<file path="src/rtl/cfl_pkg.sv">
package cfl_pkg;
  typedef enum logic {
    LD_IDLE = 1'b0,
    LD_RUN  = 1'b1
  } ld_state_e;
endpackage

</file>
<file path="src/rtl/cfl_rst_sync.sv">
module cfl_rst_sync (
  input  logic clk,
  input  logic rst_n,
  output logic rst_n_sync
);
  logic [1:0] sync_q;

  always_ff @(posedge clk or negedge rst_n) begin
    if (!rst_n) sync_q <= 2'b00;
    else        sync_q <= {sync_q[0], 1'b1};
  end

  assign rst_n_sync = sync_q[1];
endmodule

</file>
<file path="src/rtl/cfl_addr_reg.sv">
module cfl_addr_reg #(
  parameter int ADDR_W = 8
) (
  input  logic              clk,
  input  logic              rst_n,
  input  logic              en_n,
  input  logic [ADDR_W-1:0] addr_in,
  output logic [ADDR_W-1:0] addr_q
);
  logic [ADDR_W-1:0] addr_d;

  always_comb begin
    addr_d = addr_q;
    if (!en_n) addr_d = addr_in;
  end

  always_ff @(posedge clk or negedge rst_n) begin
    if (!rst_n) addr_q <= '0;
    else        addr_q <= addr_d;
  end

  AST_ADDR_LOAD: assert property (@(posedge clk) disable iff (!rst_n)
    !en_n |=> addr_q == $past(addr_in));
  AST_ADDR_HOLD: assert property (@(posedge clk) disable iff (!rst_n)
    en_n |=> $stable(addr_q));
endmodule

</file>
<file path="src/rtl/cfl_load_ctrl.sv">
module cfl_load_ctrl
  import cfl_pkg::*;
#(
  parameter int WORDS = 4,
  parameter int SETS  = 4,
  localparam int IDX_W  = (WORDS > 1) ? $clog2(WORDS) : 1,
  localparam int SLOT_W = (SETS > 1) ? $clog2(SETS) : 1
) (
  input  logic              clk,
  input  logic              rst_n,
  input  logic              load_n,
  output logic              cap_en,
  output logic [IDX_W-1:0]  cap_idx,
  output logic              commit,
  output logic [SLOT_W-1:0] wr_slot,
  output logic              done_q
);
  localparam logic [IDX_W-1:0]  LAST_IDX  = IDX_W'(WORDS - 1);
  localparam logic [SLOT_W-1:0] LAST_SLOT = SLOT_W'(SETS - 1);

  ld_state_e         state_q, state_d;
  logic              armed_q, armed_d;
  logic [IDX_W-1:0]  cnt_q, cnt_d;
  logic [SLOT_W-1:0] wptr_q, wptr_d;

  always_comb begin
    state_d = state_q;
    armed_d = armed_q;
    cnt_d   = cnt_q;
    wptr_d  = wptr_q;
    cap_en  = 1'b0;
    cap_idx = cnt_q;
    commit  = 1'b0;
    unique case (state_q)
      LD_IDLE: begin
        if (load_n) begin
          armed_d = 1'b1;
        end else if (armed_q) begin
          cap_en  = 1'b1;
          cap_idx = '0;
          armed_d = 1'b0;
          cnt_d   = IDX_W'(1);
          state_d = LD_RUN;
        end
      end
      LD_RUN: begin
        if (load_n) begin
          armed_d = 1'b1;
          cnt_d   = '0;
          state_d = LD_IDLE;
        end else begin
          cap_en = 1'b1;
          if (cnt_q == LAST_IDX) begin
            commit  = 1'b1;
            cnt_d   = '0;
            state_d = LD_IDLE;
            wptr_d  = (wptr_q == LAST_SLOT) ? '0 : wptr_q + 1'b1;
          end else begin
            cnt_d = cnt_q + 1'b1;
          end
        end
      end
      default: state_d = LD_IDLE;
    endcase
  end

  always_ff @(posedge clk or negedge rst_n) begin
    if (!rst_n) begin
      state_q <= LD_IDLE;
      armed_q <= 1'b0;
      cnt_q   <= '0;
      wptr_q  <= '0;
      done_q  <= 1'b0;
    end else begin
      state_q <= state_d;
      armed_q <= armed_d;
      cnt_q   <= cnt_d;
      wptr_q  <= wptr_d;
      done_q  <= commit;
    end
  end

  assign wr_slot = wptr_q;

  AST_NO_UNARMED_START: assert property (@(posedge clk) disable iff (!rst_n)
    (state_q == LD_IDLE && !armed_q && !load_n) |=> state_q == LD_IDLE);
  AST_DONE_SINGLE: assert property (@(posedge clk) disable iff (!rst_n)
    done_q |=> !done_q);
  AST_DONE_AFTER_LOW: assert property (@(posedge clk) disable iff (!rst_n)
    $rose(done_q) |-> !$past(load_n));
  AST_HIGH_NO_CAPTURE: assert property (@(posedge clk) disable iff (!rst_n)
    load_n |=> !done_q);
endmodule

</file>
<file path="src/rtl/cfl_bank.sv">
module cfl_bank #(
  parameter int WORD_W = 8,
  parameter int WORDS  = 4,
  parameter int SETS   = 4,
  localparam int IDX_W  = (WORDS > 1) ? $clog2(WORDS) : 1,
  localparam int SLOT_W = (SETS > 1) ? $clog2(SETS) : 1
) (
  input  logic                    clk,
  input  logic                    rst_n,
  input  logic                    cap_en,
  input  logic [IDX_W-1:0]        cap_idx,
  input  logic [WORD_W-1:0]       cap_data,
  input  logic                    commit,
  input  logic [SLOT_W-1:0]       wr_slot,
  input  logic [SLOT_W-1:0]       rd_slot,
  output logic [WORDS*WORD_W-1:0] rd_set
);
  logic [WORDS-1:0][WORD_W-1:0]           stage_q, stage_d;
  logic [SETS-1:0][WORDS-1:0][WORD_W-1:0] bank_q, bank_d;

  always_comb begin
    stage_d = stage_q;
    if (cap_en) stage_d[cap_idx] = cap_data;
  end

  generate
    for (genvar s = 0; s < SETS; s++) begin : g_slot
      always_comb begin
        bank_d[s] = bank_q[s];
        if (commit && wr_slot == SLOT_W'(s)) bank_d[s] = stage_d;
      end
    end
  endgenerate

  always_ff @(posedge clk or negedge rst_n) begin
    if (!rst_n) begin
      stage_q <= '0;
      bank_q  <= '0;
    end else begin
      stage_q <= stage_d;
      bank_q  <= bank_d;
    end
  end

  assign rd_set = bank_q[rd_slot];

  AST_BANK_ONLY_ON_COMMIT: assert property (@(posedge clk) disable iff (!rst_n)
    !commit |=> $stable(bank_q));
  AST_COMMIT_NEEDS_CAPTURE: assert property (@(posedge clk) disable iff (!rst_n)
    commit |-> cap_en);
endmodule

</file>
<file path="src/rtl/cfl_coef_loader.sv">
module cfl_coef_loader #(
  parameter int WORD_W = 8,
  parameter int ADDR_W = 8,
  parameter int WORDS  = 4,
  parameter int SETS   = 4,
  localparam int IDX_W  = (WORDS > 1) ? $clog2(WORDS) : 1,
  localparam int SLOT_W = (SETS > 1) ? $clog2(SETS) : 1
) (
  input  logic                    clk,
  input  logic                    rst_n,
  input  logic                    load_n,
  input  logic [WORD_W-1:0]       coef_in,
  input  logic                    addr_en_n,
  input  logic [ADDR_W-1:0]       addr_in,
  output logic [WORDS*WORD_W-1:0] coef_set_o,
  output logic [ADDR_W-1:0]       addr_o,
  output logic                    load_done_o
);
  logic              rst_n_s;
  logic              cap_en;
  logic [IDX_W-1:0]  cap_idx;
  logic              commit;
  logic [SLOT_W-1:0] wr_slot;

  cfl_rst_sync u_rst (
    .clk        (clk),
    .rst_n      (rst_n),
    .rst_n_sync (rst_n_s)
  );

  cfl_addr_reg #(.ADDR_W(ADDR_W)) u_addr (
    .clk     (clk),
    .rst_n   (rst_n_s),
    .en_n    (addr_en_n),
    .addr_in (addr_in),
    .addr_q  (addr_o)
  );

  cfl_load_ctrl #(.WORDS(WORDS), .SETS(SETS)) u_ctrl (
    .clk     (clk),
    .rst_n   (rst_n_s),
    .load_n  (load_n),
    .cap_en  (cap_en),
    .cap_idx (cap_idx),
    .commit  (commit),
    .wr_slot (wr_slot),
    .done_q  (load_done_o)
  );

  cfl_bank #(.WORD_W(WORD_W), .WORDS(WORDS), .SETS(SETS)) u_bank (
    .clk      (clk),
    .rst_n    (rst_n_s),
    .cap_en   (cap_en),
    .cap_idx  (cap_idx),
    .cap_data (coef_in),
    .commit   (commit),
    .wr_slot  (wr_slot),
    .rd_slot  (addr_o[SLOT_W-1:0]),
    .rd_set   (coef_set_o)
  );
endmodule

</file>
<file path="config.mk">
export PLATFORM = sky130hd
export DESIGN_NAME = cfl_coef_loader
export DESIGN_NICKNAME = d
export VERILOG_FILES = /design/src/rtl/cfl_pkg.sv /design/src/rtl/cfl_rst_sync.sv /design/src/rtl/cfl_addr_reg.sv /design/src/rtl/cfl_load_ctrl.sv /design/src/rtl/cfl_bank.sv /design/src/rtl/cfl_coef_loader.sv
export SDC_FILE = /design/constraint.sdc
export NUM_CORES = 1
export LEC_CHECK = 0
export CAP_MARGIN = 20
export CORE_MARGIN = 3
export CORE_UTILIZATION = 54
export CTS_CLUSTER_SIZE = 24
export DETAILED_ROUTE_END_ITERATION = 8
export PLACE_DENSITY = 0.75
export SYNTH_ARGS = -nofsm -noshare
export SYNTH_HDL_FRONTEND = slang
export SYNTH_SLANG_ARGS = --single-unit
</file>
<file path="constraint.sdc">
create_clock -name clk -period 9 [get_ports clk]
set_input_delay 1.8 -clock clk [delete_from_list [all_inputs] [get_ports clk]]
set_output_delay 1.8 -clock clk [all_outputs]
set_load 0.03 [all_outputs]
</file>
==> impl_metrics.env <==
export IMPL_cts_made_buffers=17
export IMPL_ys_top_cells_by_count="dfrtp_1 (177), nand2_1 (105), o21ai_0 (96), nor2_1 (34)"
export IMPL_dp_slack_ns=4.790
export IMPL_ys_ff_latch=177
export IMPL_status="finished, final reports clean"
export IMPL_yosysMostFrequentCell="dfrtp_1"
export IMPL_syn2layout_area_growth_pct=17.86
export IMPL_syn_avg_cell_area_sq_um=11.77
export IMPL_worst_path_stages=3
export IMPL_drtIter0Drc=325
export IMPL_synth_top_cell_by_area="dfrtp_1"
export IMPL_endpoint="coef_set_o[24]"
export IMPL_worst_pin_slew_ns=0.8252
export IMPL_clock_fmax_mhz=217.6
export IMPL_layout_drive_gt1_share=0.1351
export IMPL_start_kind="flop"
export IMPL_rows=42
export IMPL_syn_area_sq_um=7403
export IMPL_cp_slowest_cell="dfrtp_2"
export IMPL_grt_total_usage=0.2239
export IMPL_routedWlPerCell_um=18.20
export IMPL_post_cts_resized=0
export IMPL_crit_start="u_addr.addr_q[0]$_DFFE_PN0N_"
export IMPL_powerDensity_nw_per_um2=260.4
export IMPL_fin_crit_ns=4.596
export IMPL_synth_enable_flop_cells=0
export IMPL_place_congestion=0.8222
export IMPL_root_buffer="clkbuf_16"
export IMPL_crit_chain="buf_4, mux4_2, clkdlybuf4s50_1"
export IMPL_io_pin_count=61
export IMPL_r2r_slack_ns=6.57
export IMPL_clk_latency_ns=0.42
export IMPL_grt_ovfl_total=0
export IMPL_io_buffer_count=60
export IMPL_holdCritPathClass="reg -> async"
export IMPL_max_cap_violations=0
export IMPL_ir_worst_vdd_mv=0.1245
export IMPL_setup_viol=0
export IMPL_post_cts_buffers=0
export IMPL_cpPeakStageDelay_ns=0.67
export IMPL_ys_flop_type="dfrtp_1"
export IMPL_ant_nets=0
export IMPL_syn_nets=654
export IMPL_p_leak_nw=3.991
export IMPL_grt_pass1_wl_mm=25.90
export IMPL_cp_num_buf_inv=2
export IMPL_ctsHoldBuffers=0
export IMPL_design_power_total_mw=2.272
export IMPL_final_setup_skew_ns=0.005310
export IMPL_crit_type="reg -> out"
export IMPL_core_sq_um=13350
export IMPL_netlist_top_cells_area="dfrtp_1 (60%), mux4_2 (9.7%), o21ai_0 (6.5%)"
export IMPL_initial_core_util=0.5546
export IMPL_yosys_warnings=0
export IMPL_routed_via_density=5.698
export IMPL_reg2reg_depth=5
export IMPL_die_width_um=123.1
export IMPL_fill_cells=1026
export IMPL_cp_max_fo=22
export IMPL_grt_max_degree=89
export IMPL_dp_hpwl_mm=9.758
export IMPL_maxSlewHeadroom=0.4469
export IMPL_hold_viol=0
export IMPL_crit_family="buffers and inverters"
export IMPL_r2r_start="u_ctrl.cnt_q[0]$_DFFE_PN0P_"
export IMPL_synth_distinct_cells=32
export IMPL_die_h_um=123.1
export IMPL_tritoncts="yes"
export IMPL_drt_pass1_iter_count=5
export IMPL_cp_arrival_ns=2.80
export IMPL_r2r_end="u_bank.bank_q[114]$_DFFE_PN0P_"
export IMPL_ys_async_sr_fraction=1.000
export IMPL_fin_ws_ns=4.404
export IMPL_vias=4883
export IMPL_die_area_sq_um=15150
export IMPL_clkSlewWorstSetupHoldPaths_ns=0.06
export IMPL_drc_errors=0
export IMPL_fin_crit_sh=0.5107
export IMPL_antenna_found_initial=0
export IMPL_finalMaxSlewViolations=0
export IMPL_rsz0062_at_grt="no"
export IMPL_fin_tns_setup_ns=0
export IMPL_yosysSeqAreaShare=0.5983
export IMPL_critPathRequiredTime_ns=7.20
export IMPL_first_global_vias=4998
export IMPL_cts_buffer_depth=2
export IMPL_fin_nets=694
export IMPL_cts_sinks=177
export IMPL_num_antenna_cells=0
export IMPL_end_kind="output port"
export IMPL_postSynthCellCount=629
export IMPL_cts_htree_levels=4
export IMPL_synth_top_cell_area_share=0.5983
export IMPL_postRouteWirelength_mm=15.59
sequential cells by signal, indices dropped and copies added, names as in the netlist:
register        cells
u_bank.bank_q     128
u_bank.stage_q     32
u_addr.addr_q       8
u_ctrl.cnt_q        2
u_ctrl.wr_slot      2
u_rst.sync_q        2
u_ctrl.armed_q      1
u_ctrl.done_q       1
u_ctrl.state_q      1
kinds of logic after synthesis:
logic type	share of synthesized area
multiplexers	0.1450
AND/OR/NAND/NOR	0.09583
buffers and inverters	0.04394
adder cells (fa/ha/maj)	0.008450
other	0.0005065
AO/OA/AOI/OAI	0.1080
flip-flops	0.5983
power by group:
group,switching (mW),internal [mW]
Sequential,0.0849,0.959
Combinational,0.273,0.199
Clock,0.305,0.451
worst reg2reg max path, cell delays in order, from the launching register on:
cell      delay [ns]
dfrtp_1         0.46
ha_1            0.41
nand4b_1        0.71
buf_4           0.52
nand2_1         0.11
o21ai_0         0.09
routing by layer:
layer / track usage / routed length, um
met1: 0.3168 / 7156
met2: 0.3512 / 7612
met3: 0.04803 / 621
met4: 0.07336 / 204
met5: 0 / 0
worst min path at each step:
stage | slack (ns) | from | depth (start not counted) | to
floorplan | 0.33 | u_rst.sync_q[0]$_DFF_PN0_ | 0 | u_rst.sync_q[1]$_DFF_PN0_
global placement | 0.34 | u_rst.sync_q[0]$_DFF_PN0_ | 0 | u_rst.sync_q[1]$_DFF_PN0_
detailed placement | 0.34 | u_rst.sync_q[0]$_DFF_PN0_ | 0 | u_rst.sync_q[1]$_DFF_PN0_
CTS | 0.36 | u_rst.sync_q[0]$_DFF_PN0_ | 0 | u_rst.sync_q[1]$_DFF_PN0_
global route | 0.33 | u_rst.sync_q[1]$_DFF_PN0_ | 0 | u_bank.bank_q[94]$_DFFE_PN0P_
finish | 0.29 | u_rst.sync_q[1]$_DFF_PN0_ | 0 | u_bank.bank_q[60]$_DFFE_PN0P_
cell usage in the layout, fill, tap and decap left out, drive strengths merged, types with 5 or more instances in the layout:
cell,instances
dfrtp,177
nand2,105
o21ai,96
clkdlybuf4s50,60
nor2,34
mux4,32
a31oi,32
inv,30
mux2i,24
clkbuf,19
mux2,10
buf,9
nand3,8
a21bo,8
nand4b,5
ha,5
metrics by stage:
step	hold WS, ns	util	instances	area [sq um]
floorplan	0.3312	-	629	7403
global placement	0.3415	0.6040	824	8061
detailed placement	0.3363	0.6040	824	8061
CTS	0.3618	0.6496	855	8671
global route	0.3346	0.6537	857	8726
finish	0.2854	0.6537	857	8726
final cells by class:
class	count	area, sq um	share of cell area
multi-input combinational	376	2649	0.3036
inverter	28	105.1	0.01204
tap	176	220.2	0.02524
sequential	177	4434	0.5082
timing repair buffer	69	708.2	0.08116
clock inverter	12	156.4	0.01792
clock buffer	19	452.9	0.05191
No activity file was read; power rests on OpenSTA's default activity.
